==> src/rtl/mbirq_pkg.sv <==
package mbirq_pkg;
  localparam int ADDR_W = 3;
  localparam logic [ADDR_W-1:0] A_FLAGS = 3'd0;
  localparam logic [ADDR_W-1:0] A_BMASK = 3'd1;
  localparam logic [ADDR_W-1:0] A_CTRL  = 3'd2;
  localparam logic [ADDR_W-1:0] A_CFG   = 3'd3;
  localparam logic [ADDR_W-1:0] A_STAT  = 3'd4;

  localparam int FIFO_OVF_BIT   = 7;
  localparam int FIFO_WARN_BIT  = 6;
  localparam int FIFO_AVAIL_BIT = 5;
  localparam int FIFO_LOW_W     = 5;
  localparam int FIFO_BYTE_W    = 8;

  localparam int N_STAT   = 5;
  localparam int N_CTRLM  = 4;
  localparam int CFG_W    = 2;
  localparam int CFG_FIFO = 0;
  localparam int CFG_WAKE = 1;
endpackage

==> src/rtl/mbirq_flag_bank.sv <==
module mbirq_flag_bank #(
  parameter int W = 32
) (
  input  logic         clk,
  input  logic         rst,
  input  logic [W-1:0] set_i,
  input  logic [W-1:0] clr_i,
  input  logic [W-1:0] zero_i,
  output logic [W-1:0] flags_o
);
  // set beats clear; forced-zero bits never receive a set
  always_ff @(posedge clk) begin
    if (rst) flags_o <= '0;
    else     flags_o <= ((flags_o & ~clr_i) | set_i) & ~zero_i;
  end
endmodule

==> src/rtl/mbirq_set_map.sv <==
module mbirq_set_map
  import mbirq_pkg::*;
#(
  parameter int NUM_BUF = 32
) (
  input  logic               fifo_en,
  input  logic [NUM_BUF-1:0] buf_set,
  input  logic               fifo_ovf,
  input  logic               fifo_warn,
  input  logic               fifo_avail,
  output logic [NUM_BUF-1:0] set_o,
  output logic [NUM_BUF-1:0] zero_o
);
  for (genvar i = 0; i < NUM_BUF; i++) begin : g_bit
    if (i == FIFO_OVF_BIT) begin : g_ovf
      assign set_o[i]  = fifo_en ? fifo_ovf : buf_set[i];
      assign zero_o[i] = 1'b0;
    end else if (i == FIFO_WARN_BIT) begin : g_warn
      assign set_o[i]  = fifo_en ? fifo_warn : buf_set[i];
      assign zero_o[i] = 1'b0;
    end else if (i == FIFO_AVAIL_BIT) begin : g_avail
      assign set_o[i]  = fifo_en ? fifo_avail : buf_set[i];
      assign zero_o[i] = 1'b0;
    end else if (i < FIFO_LOW_W) begin : g_low
      assign set_o[i]  = fifo_en ? 1'b0 : buf_set[i];
      assign zero_o[i] = fifo_en;
    end else begin : g_plain
      assign set_o[i]  = buf_set[i];
      assign zero_o[i] = 1'b0;
    end
  end
endmodule

==> src/rtl/mbirq_out.sv <==
module mbirq_out #(
  parameter int NUM_BUF = 32,
  parameter int N_ST    = 5
) (
  input  logic               clk,
  input  logic               rst,
  input  logic [NUM_BUF-1:0] flags_i,
  input  logic [NUM_BUF-1:0] mask_i,
  input  logic [N_ST-1:0]    stat_i,
  input  logic [N_ST-1:0]    stat_mask_i,
  output logic [NUM_BUF-1:0] buf_irq,
  output logic               buf_irq_any,
  output logic [N_ST-1:0]    stat_irq
);
  logic [NUM_BUF-1:0] pend;
  assign pend = flags_i & mask_i;

  always_ff @(posedge clk) begin
    if (rst) begin
      buf_irq     <= '0;
      buf_irq_any <= 1'b0;
      stat_irq    <= '0;
    end else begin
      buf_irq     <= pend;
      buf_irq_any <= |pend;
      stat_irq    <= stat_i & stat_mask_i;
    end
  end
endmodule

==> src/rtl/mb_irq_unit.sv <==
module mb_irq_unit
  import mbirq_pkg::*;
#(
  parameter int NUM_BUF = 32,
  parameter int DATA_W  = 32
) (
  input  logic                clk,
  input  logic                rst,
  input  logic                reg_wr,
  input  logic                reg_rd,
  input  logic [ADDR_W-1:0]   reg_addr,
  input  logic [DATA_W-1:0]   reg_wdata,
  output logic [DATA_W-1:0]   reg_rdata,
  input  logic [NUM_BUF-1:0]  buf_set,
  input  logic                fifo_ovf,
  input  logic                fifo_warn,
  input  logic                fifo_avail,
  input  logic                ev_busoff,
  input  logic                ev_err,
  input  logic                ev_txwarn,
  input  logic                ev_rxwarn,
  input  logic                ev_wake,
  output logic [NUM_BUF-1:0]  buf_irq,
  output logic                buf_irq_any,
  output logic [N_STAT-1:0]   stat_irq
);
  logic [NUM_BUF-1:0] bmask_q, flags_q, fset, fzero, fclr;
  logic [N_CTRLM-1:0] ctrl_q;
  logic [CFG_W-1:0]   cfg_q;
  logic [N_STAT-1:0]  stat_q, stat_set, stat_clr, stat_mask;
  logic               fifo_en;

  assign fifo_en   = cfg_q[CFG_FIFO];
  assign stat_mask = {cfg_q[CFG_WAKE], ctrl_q};
  assign stat_set  = {ev_wake, ev_rxwarn, ev_txwarn, ev_err, ev_busoff};
  assign fclr      = (reg_wr && reg_addr == A_FLAGS) ? reg_wdata[NUM_BUF-1:0] : '0;
  assign stat_clr  = (reg_wr && reg_addr == A_STAT)  ? reg_wdata[N_STAT-1:0]  : '0;

  mbirq_set_map #(.NUM_BUF(NUM_BUF)) u_map (
    .fifo_en(fifo_en), .buf_set(buf_set), .fifo_ovf(fifo_ovf),
    .fifo_warn(fifo_warn), .fifo_avail(fifo_avail),
    .set_o(fset), .zero_o(fzero)
  );

  mbirq_flag_bank #(.W(NUM_BUF)) u_bflags (
    .clk(clk), .rst(rst), .set_i(fset), .clr_i(fclr),
    .zero_i(fzero), .flags_o(flags_q)
  );

  mbirq_flag_bank #(.W(N_STAT)) u_sflags (
    .clk(clk), .rst(rst), .set_i(stat_set), .clr_i(stat_clr),
    .zero_i('0), .flags_o(stat_q)
  );

  mbirq_out #(.NUM_BUF(NUM_BUF), .N_ST(N_STAT)) u_out (
    .clk(clk), .rst(rst), .flags_i(flags_q), .mask_i(bmask_q),
    .stat_i(stat_q), .stat_mask_i(stat_mask),
    .buf_irq(buf_irq), .buf_irq_any(buf_irq_any), .stat_irq(stat_irq)
  );

  always_ff @(posedge clk) begin
    if (rst) begin
      bmask_q <= '0;
      ctrl_q  <= '0;
      cfg_q   <= '0;
    end else if (reg_wr) begin
      case (reg_addr)
        A_BMASK: bmask_q <= reg_wdata[NUM_BUF-1:0];
        A_CTRL:  ctrl_q  <= reg_wdata[N_CTRLM-1:0];
        A_CFG:   cfg_q   <= reg_wdata[CFG_W-1:0];
        default: ;
      endcase
    end
  end

  logic [DATA_W-1:0] rd_d;
  always_comb begin
    rd_d = '0;
    case (reg_addr)
      A_FLAGS: rd_d[NUM_BUF-1:0] = flags_q;
      A_BMASK: rd_d[NUM_BUF-1:0] = bmask_q;
      A_CTRL:  rd_d[N_CTRLM-1:0] = ctrl_q;
      A_CFG:   rd_d[CFG_W-1:0]   = cfg_q;
      A_STAT:  rd_d[N_STAT-1:0]  = stat_q;
      default: rd_d = '0;
    endcase
  end

  always_ff @(posedge clk) begin
    if (rst)         reg_rdata <= '0;
    else if (reg_rd) reg_rdata <= rd_d;
  end
endmodule

==> config.mk <==
export PLATFORM = sky130hd
export DESIGN_NAME = mb_irq_unit
export DESIGN_NICKNAME = d
export VERILOG_FILES = /design/src/rtl/mbirq_pkg.sv /design/src/rtl/mbirq_flag_bank.sv /design/src/rtl/mbirq_set_map.sv /design/src/rtl/mbirq_out.sv /design/src/rtl/mb_irq_unit.sv
export SDC_FILE = /design/constraint.sdc
export NUM_CORES = 1
export LEC_CHECK = 0
export CORE_MARGIN = 2
export CORE_UTILIZATION = 56
export CTS_CLUSTER_SIZE = 10
export DETAILED_ROUTE_END_ITERATION = 6
export DONT_BUFFER_PORTS = 1
export GPL_TIMING_DRIVEN = 0
export HOLD_SLACK_MARGIN = 0.1
export PLACE_DENSITY_LB_ADDON = 0.12
export SLEW_MARGIN = 20
export SYNTH_ARGS = -nofsm -noshare
export SYNTH_HDL_FRONTEND = slang
export SYNTH_SLANG_ARGS = --single-unit
==> constraint.sdc <==
create_clock -name clk -period 1.28 [get_ports clk]
set_input_delay 0.256 -clock clk [delete_from_list [all_inputs] [get_ports clk]]
set_output_delay 0.256 -clock clk [all_outputs]
set_load 0.005 [all_outputs]
; ---- After elaboration in Yosys (flattened, before gate mapping)
; Cells that the tools add are included.
[totals]
wordCells = 44
romBits = 0
ram_bits = 0
latch_bits = 0
output_inout_bits = 70
ff_bits = 145
n_memories = 0
in_bits = 79
[classes]
muxes = 14
div_mod_pow = 0
n_bitwise = 10
mul = 0
magnitude_cmp = 0
eq_ne = 4
reduce_logical = 7
addsub = 0
shifts = 0
[ops]
columns = operator, n
row1 = 32-bit bitwise AND, 3
row2 = 27-bit case mux with 2 select lines, 1
row3 = 32-bit two-way mux, 1
row4 = 32-bit NOT, 1
row5 = 5-bit NOT with 32-bit output, 1
row6 = 32-bit OR, 1
row7 = 32-bit OR reduction, 1
row8 = 5-bit bitwise AND, 2
row9 = 2-bit case mux with 5 select lines, 1
row10 = 1-bit two-way mux, 8
row11 = 2-bit case mux with 4 select lines, 1
row12 = 3-bit by 2-bit == test with 1-bit output (second input constant), 2
row13 = 2-bit AND reduction, 3
row14 = 5-bit two-way mux, 1
row15 = 5-bit NOT, 1
row16 = 5-bit OR, 1
row17 = 3-bit by 1-bit == test with 1-bit output (second input constant), 1
row18 = 3-bit == test (second input constant), 1
row19 = 3-bit logical NOT, 1
row20 = 1-bit case mux with 3 select lines, 1
row21 = 1-bit logical AND, 2

; ---- Depth between registers and ports, before layout
; Gate-level depths: netlist of the first run.
[depth]
word_depth = 7
mapped_depth = 7
depth_no_buf = 4

; ---- Cells and area by module
; Synthesis of the first run repeated with hierarchy kept, for this count alone.
[unflattened]
cells_unflattened = 744
area_unflattened_um2 = 6520.0
[modules_own_cells]
columns = module, seq_area_each_um2, cells_per_inst, area_per_inst_um2, instances
row1 = mb_irq_unit, 1401.3, 401, 3433.3, 1
row2 = mbirq_flag_bank at u_bflags, 640.6, 131, 1234.9, 1
row3 = mbirq_out, 760.7, 127, 1124.8, 1
row4 = mbirq_set_map, 0.0, 65, 501.7, 1
row5 = mbirq_flag_bank at u_sflags, 100.1, 20, 225.2, 1

; ---- Worst setup path after synthesis of the first run
; OpenSTA, ideal clock, no wires.
[synth_timing]
path_type = input to register
start = in reg_addr[1]
end = reg u_bflags.flags_o[2]
path_slack_ps = -93
setup_time_ps = 136
path_buffers = 2
t_required_ps = 1144
arrival_time_ps = 1238
cell_stages = 6
path_cell_list = buf_2 -> nor4b_4 -> buf_2 -> nand2_1 -> a21oi_1 -> nor3_1
[synth_via]
elab_chain_cells = 7
[synth_rtl]
columns = item, line_no
row1 = "start, declared", mb_irq_unit.sv:11  ; input logic [ADDR_W-1:0] reg_addr,
row2 = 3-bit logical NOT, mb_irq_unit.sv:36  ; assign fclr = (reg_wr && reg_addr == A_FLAGS) ? reg_wdata[NUM_BUF-1:0] : '0;
row3 = 1-bit logical AND, mb_irq_unit.sv:36
row4 = 32-bit two-way mux, mb_irq_unit.sv:36
row5 = 32-bit NOT, mbirq_flag_bank.sv:14  ; else flags_o <= ((flags_o & ~clr_i) | set_i) & ~zero_i;
row6 = 32-bit bitwise AND, mbirq_flag_bank.sv:14
row7 = 32-bit OR, mbirq_flag_bank.sv:14
row8 = 32-bit bitwise AND, mbirq_flag_bank.sv:14
row9 = "end signal, assigned", mbirq_flag_bank.sv:14
row10 = "end, declared", mbirq_flag_bank.sv:9  ; output logic [W-1:0] flags_o
; Every way passes these cells.
; A chain may end at the register's enable or synchronous reset.

; ---- Worst setup path after layout of the first run
[layout_timing]
start = reg u_bflags.flags_o[2]
end = reg u_out.buf_irq_any
[layout_via]
elab_chain_cells = 2
[layout_rtl]
columns = item, line_no
row1 = 32-bit bitwise AND, mbirq_out.sv:16  ; assign pend = flags_i & mask_i;
row2 = 32-bit OR reduction, mbirq_out.sv:25  ; buf_irq_any <= |pend;
row3 = "end signal, assigned", mbirq_out.sv:25
row4 = "end, declared", mbirq_out.sv:12  ; output logic buf_irq_any,
; Every way passes these cells.

==> reports/metrics.yaml, run 1 <==
required_ps: 1660
fin_crit_sh_pct: 98.2
post-route-drc-count: 0
drive_above_1_share_pct: 9.38
fillers: 751
hold_viol_final: 0
syn_nets: 727
use_met2_pct: 51.2
synthTopCellsByCount: "nand2_1, dfxtp_1, nor2_1"
port_buffers: 0
cts_tree: "done"
place_hpwl_um: 10100
drtIter0Drc: 254
antenna_found_initial: 0
min_to: "reg_rdata[3]"
layout_min_cycle_time_ps: 1260
cts_buffers: 17
hold_class: "input port to flip-flop"
r2r-end: "u_out.buf_irq_any"
relSlewSlack_pct: 56.5
worst-r2r-cell-count: 4
power_w: 0.0106
clock_path_buffers: 2
grt_pass1_vias: 4865
die_w_um: 103
path_clk_slew_ps: 60
cts_sinks: 145
synth_area_per_cell_um2: 8.44
synth_sequential_area_ratio_pct: 53.1
dieHeight_um: 103
cp_max_fo: 3
htreeDepth: 4
p_leak_nw: 2.72
status: "completed"
synth-main-ff-cell: "dfxtp_1"
synth_cells: 648
rrSetupSlack_ps: 20
initial_core_util_pct: 56.7
dp_slack_ps: -555
hold_depth: 3
ys_async_sr_fraction_pct: 0
grt_use_met3_pct: 7.59
finalSetupTns_ps: 0
worstHoldStart: "reg_rd"
synth_seq_cells: 145
yosys.cell_count.top_type: "nand2_1"
dpl_cell_area_mm2: 0.00565
synth_enable_flop_cells: 0
syn_to_final_growth_pct: 29.8
design_area_mm2: 0.00709
insertion_delay_ps: 530
gp_congestion: 0.860
fp.coreArea_mm2: 0.00964
totalWireLength_um: 15700
cp-start-kind: "flip-flop"
use_met1_pct: 35.9
antenna_cells: 0
synth_area_leaders: "dfxtp_1, nand2_1, a21oi_1"
setup-violations-final: 0
hold_ws_ps: 116
ios: 149
wire_per_inst_um: 17.7
grt_most_used_layer: "met2"
track_usage_pct: 30.3
ir_worst_vdd_v: 0.000913
grt.overflow.total: 0
ant_nets: 0
num_vias: 4977
yosysWarnings: 0
max_freq_ghz: 0.796
rows: 36
yosysTopAreaCellShare_pct: 53.1
crit_type: "flip-flop to flip-flop"
setup_slack_ps: 23.4
root_buffer: "clkbuf_8"
die-area_mm2: 0.0106
grt_pass1_wl_um: 24100
worst-slew-pin-transition_ps: 653
rr_startpoint: "u_bflags.flags_o[2]"
grt_max_degree: 17
syn_area_mm2: 0.00547
fin_skew_ps: 8.31
dr.pass1.iters: 5
cp-end-kind: "flip-flop"
yosysTopAreaCell: "dfxtp_1"
yosysUniqueCellTypes: 37
maxSlewViolCount: 0
nets: 823
powerDensity_mw_per_mm2: 1500
worstPathArrival_ps: 1630
via_per_inst: 5.59
cap_violations: 0
==> layout make-up <==
cell class	instances	area [um2]	area share [%]
multi-input combinational	460	2370	33.4
clock buffer	19	442	6.23
tap	133	166	2.35
timing repair buffer	79	786	11.1
clock inverter	13	184	2.59
sequential	145	2900	40.9
buffer	40	241	3.40
inverter	1	3.75	0.0529
==> report_power, final <==
part           internal [W]  switching, W  total [W]
sequential          0.00464      0.000103    0.00475
clock               0.00327       0.00189    0.00516
combinational      0.000343      0.000393   0.000736
total               0.00826       0.00239     0.0106
==> logic make-up (layout without fill, tap and decap cells) <==
family	after synthesis	count (layout)	share of synthesized area, %
flops	145	145	53.1
buf+inv	43	152	4.28
compound gates	137	137	14.9
simple gates	308	308	24.7
mux	15	15	3.00
==> timing repair <==
action                                  CTS  global route
endpoints found under the setup margin   22             5
hold buffers                             77             0
endpoints found under the hold margin    79             0
pin swaps                                 0             5
buffers inserted                          0             2
gates resized for setup                   2            10
==> cells in the final DEF, fill, tap and decap left out, types with 2 or more instances in the layout <==
master	count
dlygate4sd3_1	77
buf_4	7
nor3_4	2
a22oi_1	2
dfxtp_1	144
nor2_1	104
nand2_2	2
nor2b_1	30
clkinvlp_4	3
nand3_1	2
a311oi_1	2
clkinv_2	3
clkbuf_2	2
a21oi_1	97
nand2_1	145
buf_6	8
buf_2	8
clkbuf_1	16
clkbuf_16	16
mux2i_1	13
a22o_1	27
nand2b_1	2
o32a_1	2
o21ai_1	2
nor3_1	5
clkbuf_8	3
nor3b_4	2
nand4_1	8
clkinv_4	2
bufinv_16	4
==> layer usage <==
layer / part of all wire [%] / vias to the layer above
li1: - / 2363
met2: 50 / 226
met5: 0 / -
met4: 2.2 / 0
met1: 40 / 2361
met3: 7.7 / 27
==> state kept, by name, summed over array words and instances (netlist names) <==
register / count
bmask_q: 32
reg_rdata: 32
u_bflags.flags_o: 32
u_out.buf_irq: 32
u_out.stat_irq: 5
u_sflags.flags_o: 5
ctrl_q: 4
cfg_q: 2
u_out.buf_irq_any: 1
==> worst max-delay path, stage by stage, from the launching register on <==
cell and delay, ps:
dfxtp_1 330, nand2_1 120, nand4_1 170, nor4_4 370
a21oi_1 120
==> through the flow <==
step,utilization (%),std cells
final,73.6,890
after global routing,73.6,890
after CTS,73.1,889
after detailed placement,58.6,781
after global placement,58.6,781
after floorplan,-,648
==> how the worst max path moves through the flow <==
stage / start / end / cells after the start / slack (ps)
after floorplan: reg_addr[1] / u_bflags.flags_o[2] / 6 / 10
after global placement: rst / u_out.stat_irq[1] / 4 / -530
after detailed placement: rst / reg_rdata[25] / 4 / -560
after CTS: u_bflags.flags_o[14] / u_out.buf_irq_any / 4 / 2
after global routing: reg_wdata[0] / bmask_q[0] / 4 / -2
final: u_bflags.flags_o[2] / u_out.buf_irq_any / 4 / 20
Note: power is estimated with default switching activity, not from simulation.
==> inputs of run 2 (changes only) <==
REMOVE_ABC_BUFFERS = 1   (was unset)
==> reports/metrics.yaml, run 2 (same netlist as run 1, synthesis figures left out) <==
fp.coreArea_mm2: 0.00964  # unchanged
clock_path_buffers: 2  # unchanged
rsz0062_at_grt: "yes"
violations: "negative hold slack"
place_hpwl_um: 8420  # -17%
crit_family: "buffers and inverters"
status: "complete, but fails checks"
worstHoldStart: "rst"
worst-path-buf-inv: 2  # +2
grt.overflow.total: 0  # unchanged
cts_sinks: 145  # unchanged
min_to: "u_bflags.flags_o[17]"
final_cell_mix: "nand2_1, dfxtp_1, nor2_1"
hold_class: "input port to flip-flop"
ant_nets: 0  # unchanged
cp-end-kind: "flip-flop"
worst-r2r-cell-count: 2  # -2
die-area_mm2: 0.0106  # unchanged
port_buffers: 0  # unchanged
rr_startpoint: "cfg_q[0]"
finalSetupTns_ps: 0  # unchanged
dr.pass1.iters: 5  # unchanged
max_freq_ghz: 0.801  # +0.71%
root_buffer: "clkbuf_8"
setup-violations-final: 0  # unchanged
powerDensity_mw_per_mm2: 1460  # -2.5%
mostFrequentLayoutCell: "nand2_1"
track_usage_pct: 26.8  # -3.5 points
fin_crit_sh_pct: 97.5  # -0.70 points
grt_pass1_wl_um: 21500  # -10%
worst-slew-pin-transition_ps: 780  # +128 ps
wire_per_inst_um: 16.8  # -4.7%
drive_above_1_share_pct: 8.72  # -0.66 points
ios: 149  # unchanged
relSlewSlack_pct: 47.9  # -8.6 points
nets: 777  # -5.6%
maxSlewViolCount: 0  # unchanged
setup_slack_ps: 32.3  # +8.91 ps
path_clk_slew_ps: 60  # about the same
dieHeight_um: 103  # unchanged
layout_min_cycle_time_ps: 1250  # -8.91 ps
htreeDepth: 4  # unchanged
antenna_cells: 0  # unchanged
p_leak_nw: 2.71  # -0.41%
dp_slack_ps: -567  # -11.2 ps
drtIter0Drc: 217  # -15%
insertion_delay_ps: 520  # about the same
antenna_found_initial: 0  # unchanged
rows: 36  # unchanged
hold_depth: 1  # -2
cp-start-kind: "input port"
rrSetupSlack_ps: 50  # +30 ps
die_w_um: 103  # unchanged
critPathSlowestCell: "dlygate4sd3_1"
grt_max_degree: 146  # +129
required_ps: 1680  # +20 ps
totalWireLength_um: 14200  # -9.6%
ir_worst_vdd_v: 0.000869  # -4.8%
syn_to_final_growth_pct: 24.4
cts_buffers: 17  # unchanged
initial_core_util_pct: 56.7  # unchanged
cap_violations: 0  # unchanged
crit_chain: "nor4b_4 -> buf_4 -> nand2_1 -> a21oi_1 -> nor2_1 -> dlygate4sd3_1"
via_per_inst: 5.47  # -2.2%
crit_type: "input port to flip-flop"
fin_skew_ps: 8.22  # -0.0861 ps
num_vias: 4615  # -7.3%
power_w: 0.00996  # -6.5%
post-route-drc-count: 0  # unchanged
hold_viol_final: 87  # +87
grt_pass1_vias: 4360  # -10%
cp_max_fo: 16  # +13
r2r-end: "u_bflags.flags_o[2]"
hold_ws_ps: -198  # -314 ps
gp_congestion: 0.813  # -5.4%
worst_path_largest_cell_delay_ps: 550  # +180 ps
cts_tree: "done"
worstPathArrival_ps: 1640  # about the same
==> run 2: changes by cell type in the layout (fill, tap and decap cells not counted), moves of 3 or more <==
cell / change
buf_4: -3
buf_6: -4
dlygate4sd3_1: -18
buf_2: -8
clkbuf_1: -16
a21oi_1: -3
a21oi_2: +3
==> run 2: cell type report <==
type                       instances  area [um2]
inverter                           1        3.75
multi-input combinational        460        2360
fill                             776        2840
clock inverter                    13         136
sequential                       145        2910
timing repair buffer              73         783
clock buffer                      19         442
tap                              133         166
==> run 2: how the worst max path moves through the flow <==
stage / cells past startpoint / start / endpoint / slack, ps
after floorplan: 4 / reg_addr[1] / bmask_q[0] / -950
after global placement: 4 / reg_addr[1] / bmask_q[4] / -2420
after detailed placement: 6 / reg_addr[1] / u_bflags.flags_o[12] / -570
after CTS: 2 / cfg_q[0] / u_bflags.flags_o[2] / 10
after global routing: 6 / reg_addr[2] / u_bflags.flags_o[29] / -30
final: 6 / reg_addr[2] / u_bflags.flags_o[22] / 30
==> run 2: what timing repair did <==
item,in CTS,in global routing
setup endpoints to repair,4,28
hold endpoints to repair,145,88
hold buffers,60,1
pin swaps,1,1
gates resized for setup,2,10
setup buffers,2,2
==> run 2: per-layer routing <==
metal  up-vias  track usage (%)  part of all wire, %
met5         -                0                    0
met4         0             9.51                 0.84
met3        10             8.88                  8.1
met2       167             43.8                   49
met1      2176             33.4                   42
li1       2262                -                    -
==> run 2: power by group <==
part	leakage, nW	total (W)	switching (W)	internal (W)
clock	0.276	0.00476	0.00189	0.00287
combinational	1.25	0.000452	0.000216	0.000236
sequential	1.18	0.00474	0.000100	0.00464
==> run 2: per-stage QoR <==
| step | area, um2 | utilization (%) | instances | hold slack [ps] |
|---|---|---|---|---|
| floorplan | 5240 | - | 606 | 325 |
| global placement | 5400 | 56.0 | 739 | 335 |
| detailed placement | 5540 | 57.4 | 747 | 340 |
| CTS | 6750 | 70.0 | 841 | -216 |
| global route | 6800 | 70.6 | 844 | -216 |
| finish | 6800 | 70.6 | 844 | -198 |
